File: src/rtl/eirq_pkg.sv
package eirq_pkg;
  typedef enum logic [1:0] {
    SENSE_LOW  = 2'b00,
    SENSE_ANY  = 2'b01,
    SENSE_FALL = 2'b10,
    SENSE_RISE = 2'b11
  } sense_e;
endpackage

File: src/rtl/eirq_sync.sv
module eirq_sync #(
  parameter int   WIDTH    = 8,
  parameter int   STAGES   = 2,
  parameter logic IDLE_LVL = 1'b1
) (
  input  logic             clk_i,
  input  logic             rst_ni,
  input  logic [WIDTH-1:0] d_i,
  output logic [WIDTH-1:0] q_o
);
  logic [WIDTH-1:0] stage_q [STAGES];

  for (genvar s = 0; s < STAGES; s++) begin : g_stage
    always_ff @(posedge clk_i or negedge rst_ni) begin
      if (!rst_ni) stage_q[s] <= {WIDTH{IDLE_LVL}};
      else if (s == 0) stage_q[s] <= d_i;
      else stage_q[s] <= stage_q[(s == 0) ? 0 : s-1];
    end
  end

  assign q_o = stage_q[STAGES-1];
endmodule

File: src/rtl/eirq_edge_cell.sv
module eirq_edge_cell
  import eirq_pkg::*;
#(
  parameter logic IDLE_LVL = 1'b1
) (
  input  logic   clk_i,
  input  logic   rst_ni,
  input  logic   smp_i,
  input  sense_e sense_i,
  input  logic   clr_i,
  output logic   flag_o,
  output logic   level_o
);
  logic prev_q, flag_q, hit;
  logic rise, fall;

  assign rise = smp_i & ~prev_q;
  assign fall = ~smp_i & prev_q;

  always_comb begin
    unique case (sense_i)
      SENSE_ANY:  hit = rise | fall;
      SENSE_FALL: hit = fall;
      SENSE_RISE: hit = rise;
      default:    hit = 1'b0;
    endcase
  end

  always_ff @(posedge clk_i or negedge rst_ni) begin
    if (!rst_ni) begin
      prev_q <= IDLE_LVL;
      flag_q <= 1'b0;
    end else begin
      prev_q <= smp_i;
      // a fresh edge outranks a clear in the same cycle
      if (hit) flag_q <= 1'b1;
      else if (clr_i) flag_q <= 1'b0;
    end
  end

  assign flag_o  = flag_q;
  assign level_o = (sense_i == SENSE_LOW) & ~smp_i;
endmodule

File: src/rtl/eirq_sense_ctrl.sv
module eirq_sense_ctrl
  import eirq_pkg::*;
#(
  parameter int   NUM_PINS    = 8,
  parameter int   SYNC_STAGES = 2,
  parameter logic IDLE_LVL    = 1'b1,
  localparam int  SENSE_W     = 2 * NUM_PINS
) (
  input  logic                clk_i,
  input  logic                rst_ni,
  input  logic [NUM_PINS-1:0] pin_i,
  input  logic [SENSE_W-1:0]  sense_i,
  input  logic [NUM_PINS-1:0] mask_i,
  input  logic                gie_i,
  input  logic                clr_wr_i,
  input  logic [NUM_PINS-1:0] clr_data_i,
  input  logic [NUM_PINS-1:0] ack_i,
  output logic [NUM_PINS-1:0] irq_o,
  output logic [NUM_PINS-1:0] flag_o
);
  logic [NUM_PINS-1:0] smp, level, clr;

  eirq_sync #(
    .WIDTH   (NUM_PINS),
    .STAGES  (SYNC_STAGES),
    .IDLE_LVL(IDLE_LVL)
  ) u_sync (
    .clk_i (clk_i),
    .rst_ni(rst_ni),
    .d_i   (pin_i),
    .q_o   (smp)
  );

  assign clr = ack_i | ({NUM_PINS{clr_wr_i}} & clr_data_i);

  for (genvar i = 0; i < NUM_PINS; i++) begin : g_pin
    eirq_edge_cell #(
      .IDLE_LVL(IDLE_LVL)
    ) u_cell (
      .clk_i  (clk_i),
      .rst_ni (rst_ni),
      .smp_i  (smp[i]),
      .sense_i(sense_e'(sense_i[2*i +: 2])),
      .clr_i  (clr[i]),
      .flag_o (flag_o[i]),
      .level_o(level[i])
    );
  end

  assign irq_o = {NUM_PINS{gie_i}} & mask_i & (flag_o | level);
endmodule

File: config.mk
export PLATFORM = sky130hd
export DESIGN_NAME = eirq_sense_ctrl
export DESIGN_NICKNAME = d
export VERILOG_FILES = /design/src/rtl/eirq_pkg.sv /design/src/rtl/eirq_sync.sv /design/src/rtl/eirq_edge_cell.sv /design/src/rtl/eirq_sense_ctrl.sv
export SDC_FILE = /design/constraint.sdc
export NUM_CORES = 1
export LEC_CHECK = 0
export ABC_CLOCK_PERIOD_IN_PS = 3920
export BUFFER_PORTS_ARGS = -buffer_cell sky130_fd_sc_hd__buf_2
export CELL_PAD_IN_SITES_DETAIL_PLACEMENT = 1
export CELL_PAD_IN_SITES_GLOBAL_PLACEMENT = 2
export CORE_ASPECT_RATIO = 1.25
export CORE_MARGIN = 10
export CORE_UTILIZATION = 30
export CTS_CLUSTER_DIAMETER = 60
export DETAILED_ROUTE_END_ITERATION = 7
export PLACE_DENSITY = 0.81
export SYNTH_ARGS = -nofsm -noshare
export SYNTH_HDL_FRONTEND = slang
export SYNTH_SLANG_ARGS = --single-unit
File: constraint.sdc
create_clock -name clk_i -period 3.92 [get_ports clk_i]
set_input_delay 0.588 -clock clk_i [delete_from_list [all_inputs] [get_ports clk_i]]
set_output_delay 0.588 -clock clk_i [all_outputs]
set_load 0.1 [all_outputs]
# Yosys cells after proc, flatten, opt, wreduce, memory -nomap -nowiden
# Index checks and enable logic that the tools add are counted.
[totals]
register_bits = 32
input_bits = 52
output_inout_bits = 16
word_cells = 135
[classes]
eq_ne = 24
mux = 24
n_bitwise = 53
reduce_logical = 16
[op_table]
columns = ["op", "n"]
rows = [
  ["$eq 2x2->1 const B", 16],
  ["$and 1x1->1", 24],
  ["$and 8x8->8", 3],
  ["$pmux 1 s3", 8],
  ["$eq 2x1->1 const B", 8],
  ["$logic_not 2->1", 8],
  ["$mux 1", 16],
  ["$not 1->1", 16],
  ["$or 8x8->8", 2],
  ["$reduce_bool 2->1", 8],
  ["$or 1x1->1", 8],
]

# Logic depth before layout (Yosys ltp)
[depth]
word_depth = 5
mapped_depth = 5
mapped_depth_nobuf = 5

# Hierarchy
# A second synthesis with hierarchy kept.
[unflattened]
hier_cells = 130
hier_area_um2 = 1610.3
[by_module_without_submodules]
columns = ["module", "instances", "cells_each", "area_each_um2", "seq_area_each_um2"]
rows = [
  ["eirq_edge_cell", 8, 11, 121.4, 51.3],
  ["eirq_sync", 1, 24, 480.5, 420.4],
  ["eirq_sense_ctrl", 1, 18, 158.9, 0.0],
]

# Worst setup path after synthesis
# Ideal clock, no wire load.
[synth_timing]
kind = "input-to-output"
start = "input sense_i[7]"
end = "output irq_o[3]"
arrival_ns = 2.442
t_required_ns = 3.332
setup_slack_ns = 0.890
cell_stages = 2
path_cell_list = "or3_1 > a21oi_1"
[synth_via]
elab_chain_cells = 4
[synth_lines]
columns = ["item", "line", "source"]
rows = [
  ["start, declared", "eirq_sense_ctrl.sv:12", "input logic [SENSE_W-1:0] sense_i,"],
  ["$logic_not 2->1", "eirq_edge_cell.sv:42", "assign level_o = (sense_i == SENSE_LOW) & ~smp_i;"],
  ["$and 1x1->1", "eirq_edge_cell.sv:42", ""],
  ["$or 8x8->8", "eirq_sense_ctrl.sv:50", "assign irq_o = {NUM_PINS{gie_i}} & mask_i & (flag_o | level);"],
  ["$and 8x8->8", "eirq_sense_ctrl.sv:50", ""],
  ["end, declared", "eirq_sense_ctrl.sv:18", "output logic [NUM_PINS-1:0] irq_o,"],
]
# No other way between the ends.

# Worst setup path after layout
[layout_timing]
start = "input sense_i[14]"
end = "output irq_o[7]"
# The elaborated chain is that of the path after synthesis.

==> results.md <==
| Parameter | Reported | Unit |
|---|---|---|
| Result of the run | completed | - |
| Residual DRC count | 0 | - |
| Distinct cell type count of the synthesized netlist | 21 | - |
| Clock Tree Buf Depth | 2 | - |
| Fill cells | 613 | - |
| Remaining antenna violation count | 0 | - |
| Async set-or-reset flop fraction in the synthesized netlist | 1.00 | - |
| Fraction of the yosys area taken by sequential cells | 0.522 | - |
| Fraction of met3 tracks used by global routing | 0.0345 | - |
| Ranking of synthesized cells by instance count | sky130_fd_sc_hd__dfstp_2, sky130_fd_sc_hd__inv_1, sky130_fd_sc_hd__ha_1 | - |
| Post-Route Setup TNS | 0 | ns |
| Global routing's busiest layer | met2 | - |
| Number of gates given a new drive strength after cts | 0 | - |
| Final number of hold-violating endpoints | 0 | - |
| Final clock period utilization by the worst path | 0.570 | - |
| Fraction of final layout cells with drive strength greater than 1 | 0.505 | - |
| Cell area after placement | 1940 | um2 |
| Clk sinks | 32 | - |
| Number of antenna violations at the first check in global routing | 0 | - |
| Final Cell Area | 2030 | um2 |
| Worst-skew pair later-pin latency | 0.28 | ns |
| Met2 usage in global routing | 0.164 | - |
| Post-CTS setup-driven buffer insertion count | 0 | - |
| Worst-path fanout max | 3 | - |
| Via count normalized by instance count | 4.49 | - |
| Register clock-pin slew on the reported worst setup and hold paths | 0.06 | ns |
| Post-layout min period | 2.23 | ns |
| Number of global-route vias before repair | 1306 | - |
| Cell at the root of the clock tree | sky130_fd_sc_hd__clkbuf_8 | - |
| Number of violations of the max-capacitance limit | 0 | - |
| Setup repair after global routing missed its margin | no | - |
| Final global-route overflow total | 0 | - |
| Worst path arrival time | 1.65 | ns |
| Height of the chip | 101 | um |
| Max_slew headroom | 0.517 | - |
| Syn-to-layout area delta | 27.7 | % |
| Final max-slew violation count | 0 | - |
| Worst hold slack | 0.355 | ns |
| Final RePlAce weighted congestion | 0.712 | - |
| Violation count after the first detailed-route iteration | 24 | - |
| Number of H-tree branching levels | 2 | - |
| Cell Count, Final, Fillers Out | 268 | - |
| Max Freq | 0.448 | GHz |
| Vias after detailed routing | 1204 | - |
| Power density over the cells | 427 | nW/um2 |
| Average cell area after synthesis | 11.2 | um2 |
| Placed Instances | 261 | - |
| First-pass GRT wire length | 6.42 | mm |
| I/O pin cnt | 68 | - |
| Slew at the pin closest to its max-slew limit | 0.724 | ns |
| Type of the most critical hold path | input pin to asynchronous set/reset pin | - |
| Average wire length per cell after detail routing | 14.8 | um |
| Standby leakage power | 1.08 | nW |
| Total global routing track utilization | 0.0921 | - |
| Maximum number of pins on one net before global-route repair | 33 | - |
| Post-synthesis cell count | 142 | - |
| Diode count | 0 | - |
| Number of clock buffers inserted by TritonCTS | 5 | - |
| Worst-case clock skew | 0.00269 | ns |
| Number of rows in the core area | 29 | - |
| Final setup vio count | 0 | - |
| Core region area | 5120 | um2 |
| Synthesis Warnings | 0 | - |
| Largest area contributor in the synthesized netlist | sky130_fd_sc_hd__dfstp_2 | - |
| Number of enable flip-flop cells after synthesis | 0 | - |
| Full die area | 8640 | um2 |
| Final nets | 274 | - |
| Total Routed Length | 3.95 | mm |
| Worst Reg-to-Reg Cells | 4 | - |
| Synth Net Count | 210 | - |
| Router iterations before antenna repair | 4 | - |
| Worst Setup Start Kind | input pin | - |
| Syn Std Cell Area | 1590 | um2 |
| VDD IR-drop max | 198 | uV |
| Met1 layer usage reported by global route | 0.0964 | - |
| Post-synth top flop | sky130_fd_sc_hd__dfstp_2 | - |
| Count of hold buffers inserted by post-cts repair | 0 | - |
| Clock tree from TritonCTS | done | - |
| Startpoint-to-endpoint class of the critical path | input pin to primary output | - |
| Most instantiated library cell after synthesis | sky130_fd_sc_hd__dfstp_2 | - |
| I/O Buffers | 67 | - |
| Width of the die | 85.1 | um |
| Sort of element at the end of the critical path | primary output | - |
| Leading post-synthesis cells by cell area | sky130_fd_sc_hd__dfstp_2, sky130_fd_sc_hd__dfrtp_1, sky130_fd_sc_hd__ha_1, sky130_fd_sc_hd__inv_1, sky130_fd_sc_hd__mux2_4 | - |
| HPWL after detailed placement | 3.19 | mm |
| Flip-flop and latch count after synthesis | 32 | - |
| Worst endpoint required time | 3.33 | ns |
| Area share of the leading cell type in the synthesized netlist | 0.396 | - |
| Effective utilization at floorplan | 0.311 | - |
==> sequential cells by signal, indices dropped and copies added (netlist names) <==
signal	cells
g_pin.u_cell.flag_o	8
u_sync.stage_q	8
u_sync.q_o	8
g_pin.u_cell.prev_q	8
==> per-stage QoR <==
step	worst slack (ns)	power, mW	util
after floorplan	0.890	0.555	-
after global placement	1.69	0.603	0.378
after detailed placement	1.69	0.606	0.378
after CTS	1.68	0.888	0.397
after global routing	1.60	0.920	0.397
final	1.69	0.867	0.397
==> critical path, cell delays in order <==
cell                      delay [ns]
sky130_fd_sc_hd__buf_2          0.11
sky130_fd_sc_hd__or3_1          0.36
sky130_fd_sc_hd__a21oi_1        0.14
sky130_fd_sc_hd__buf_2          0.44
==> path summary, 6_finish.rpt <==
path                                     from                      to  slack, ns
max reg2reg                     u_sync.q_o[4]  g_pin[4].u_cell.flag_o       2.48
min reg2reg                u_sync.stage_q[13]           u_sync.q_o[5]       0.36
min in group clk_i         u_sync.stage_q[13]           u_sync.q_o[5]       0.36
min                                    rst_ni  g_pin[2].u_cell.flag_o       0.36
max in group asynchronous              rst_ni  g_pin[7].u_cell.flag_o       3.10
max                               sense_i[14]                irq_o[7]       1.69
==> layer usage <==
metal / share of wire / vias up / routed length, um
li1: - / 592 / -
met1: 0.38 / 577 / 1500
met2: 0.55 / 28 / 2160
met3: 0.059 / 7 / 234
met4: 0.014 / 0 / 54
met5: 0 / - / 0
==> layout by cell type (no fill, tap or decap), drive strengths merged <==
cell,n
a21oi,8
a211oi,7
or3,7
o21ai,2
nand3b,1
nor2,7
o211a,1
nor3b,1
inv,23
dfrtp,8
ha,16
nor3,1
a221o,5
dfstp,24
clkbuf,7
buf,67
mux2,6
nand2,13
a211o,2
==> power by group <==
part	leakage (nW)	switching (mW)	internal (mW)
Sequential	0.353	0.0129	0.364
Clock	0.0503	0.114	0.156
Combinational	0.680	0.164	0.0565
==> cell type report <==
cell class,count,area [um2],area share
flip-flops and latches,32,831,0.409
repair buffers,67,335,0.165
well taps,62,77.6,0.0382
multi-input cells,77,606,0.298
clock buffers,7,96.3,0.0474
inverters,23,86.3,0.0425
==> cell families after synthesis <==
group                      share of synthesized area
AOI/OAI and AO/OA                              0.113
adders and majority gates                      0.126
buffers and inverters                         0.0975
DFF                                            0.522
muxes                                         0.0542
and+or+nand+nor                               0.0873
Note: power is estimated with default switching activity, not from simulation.
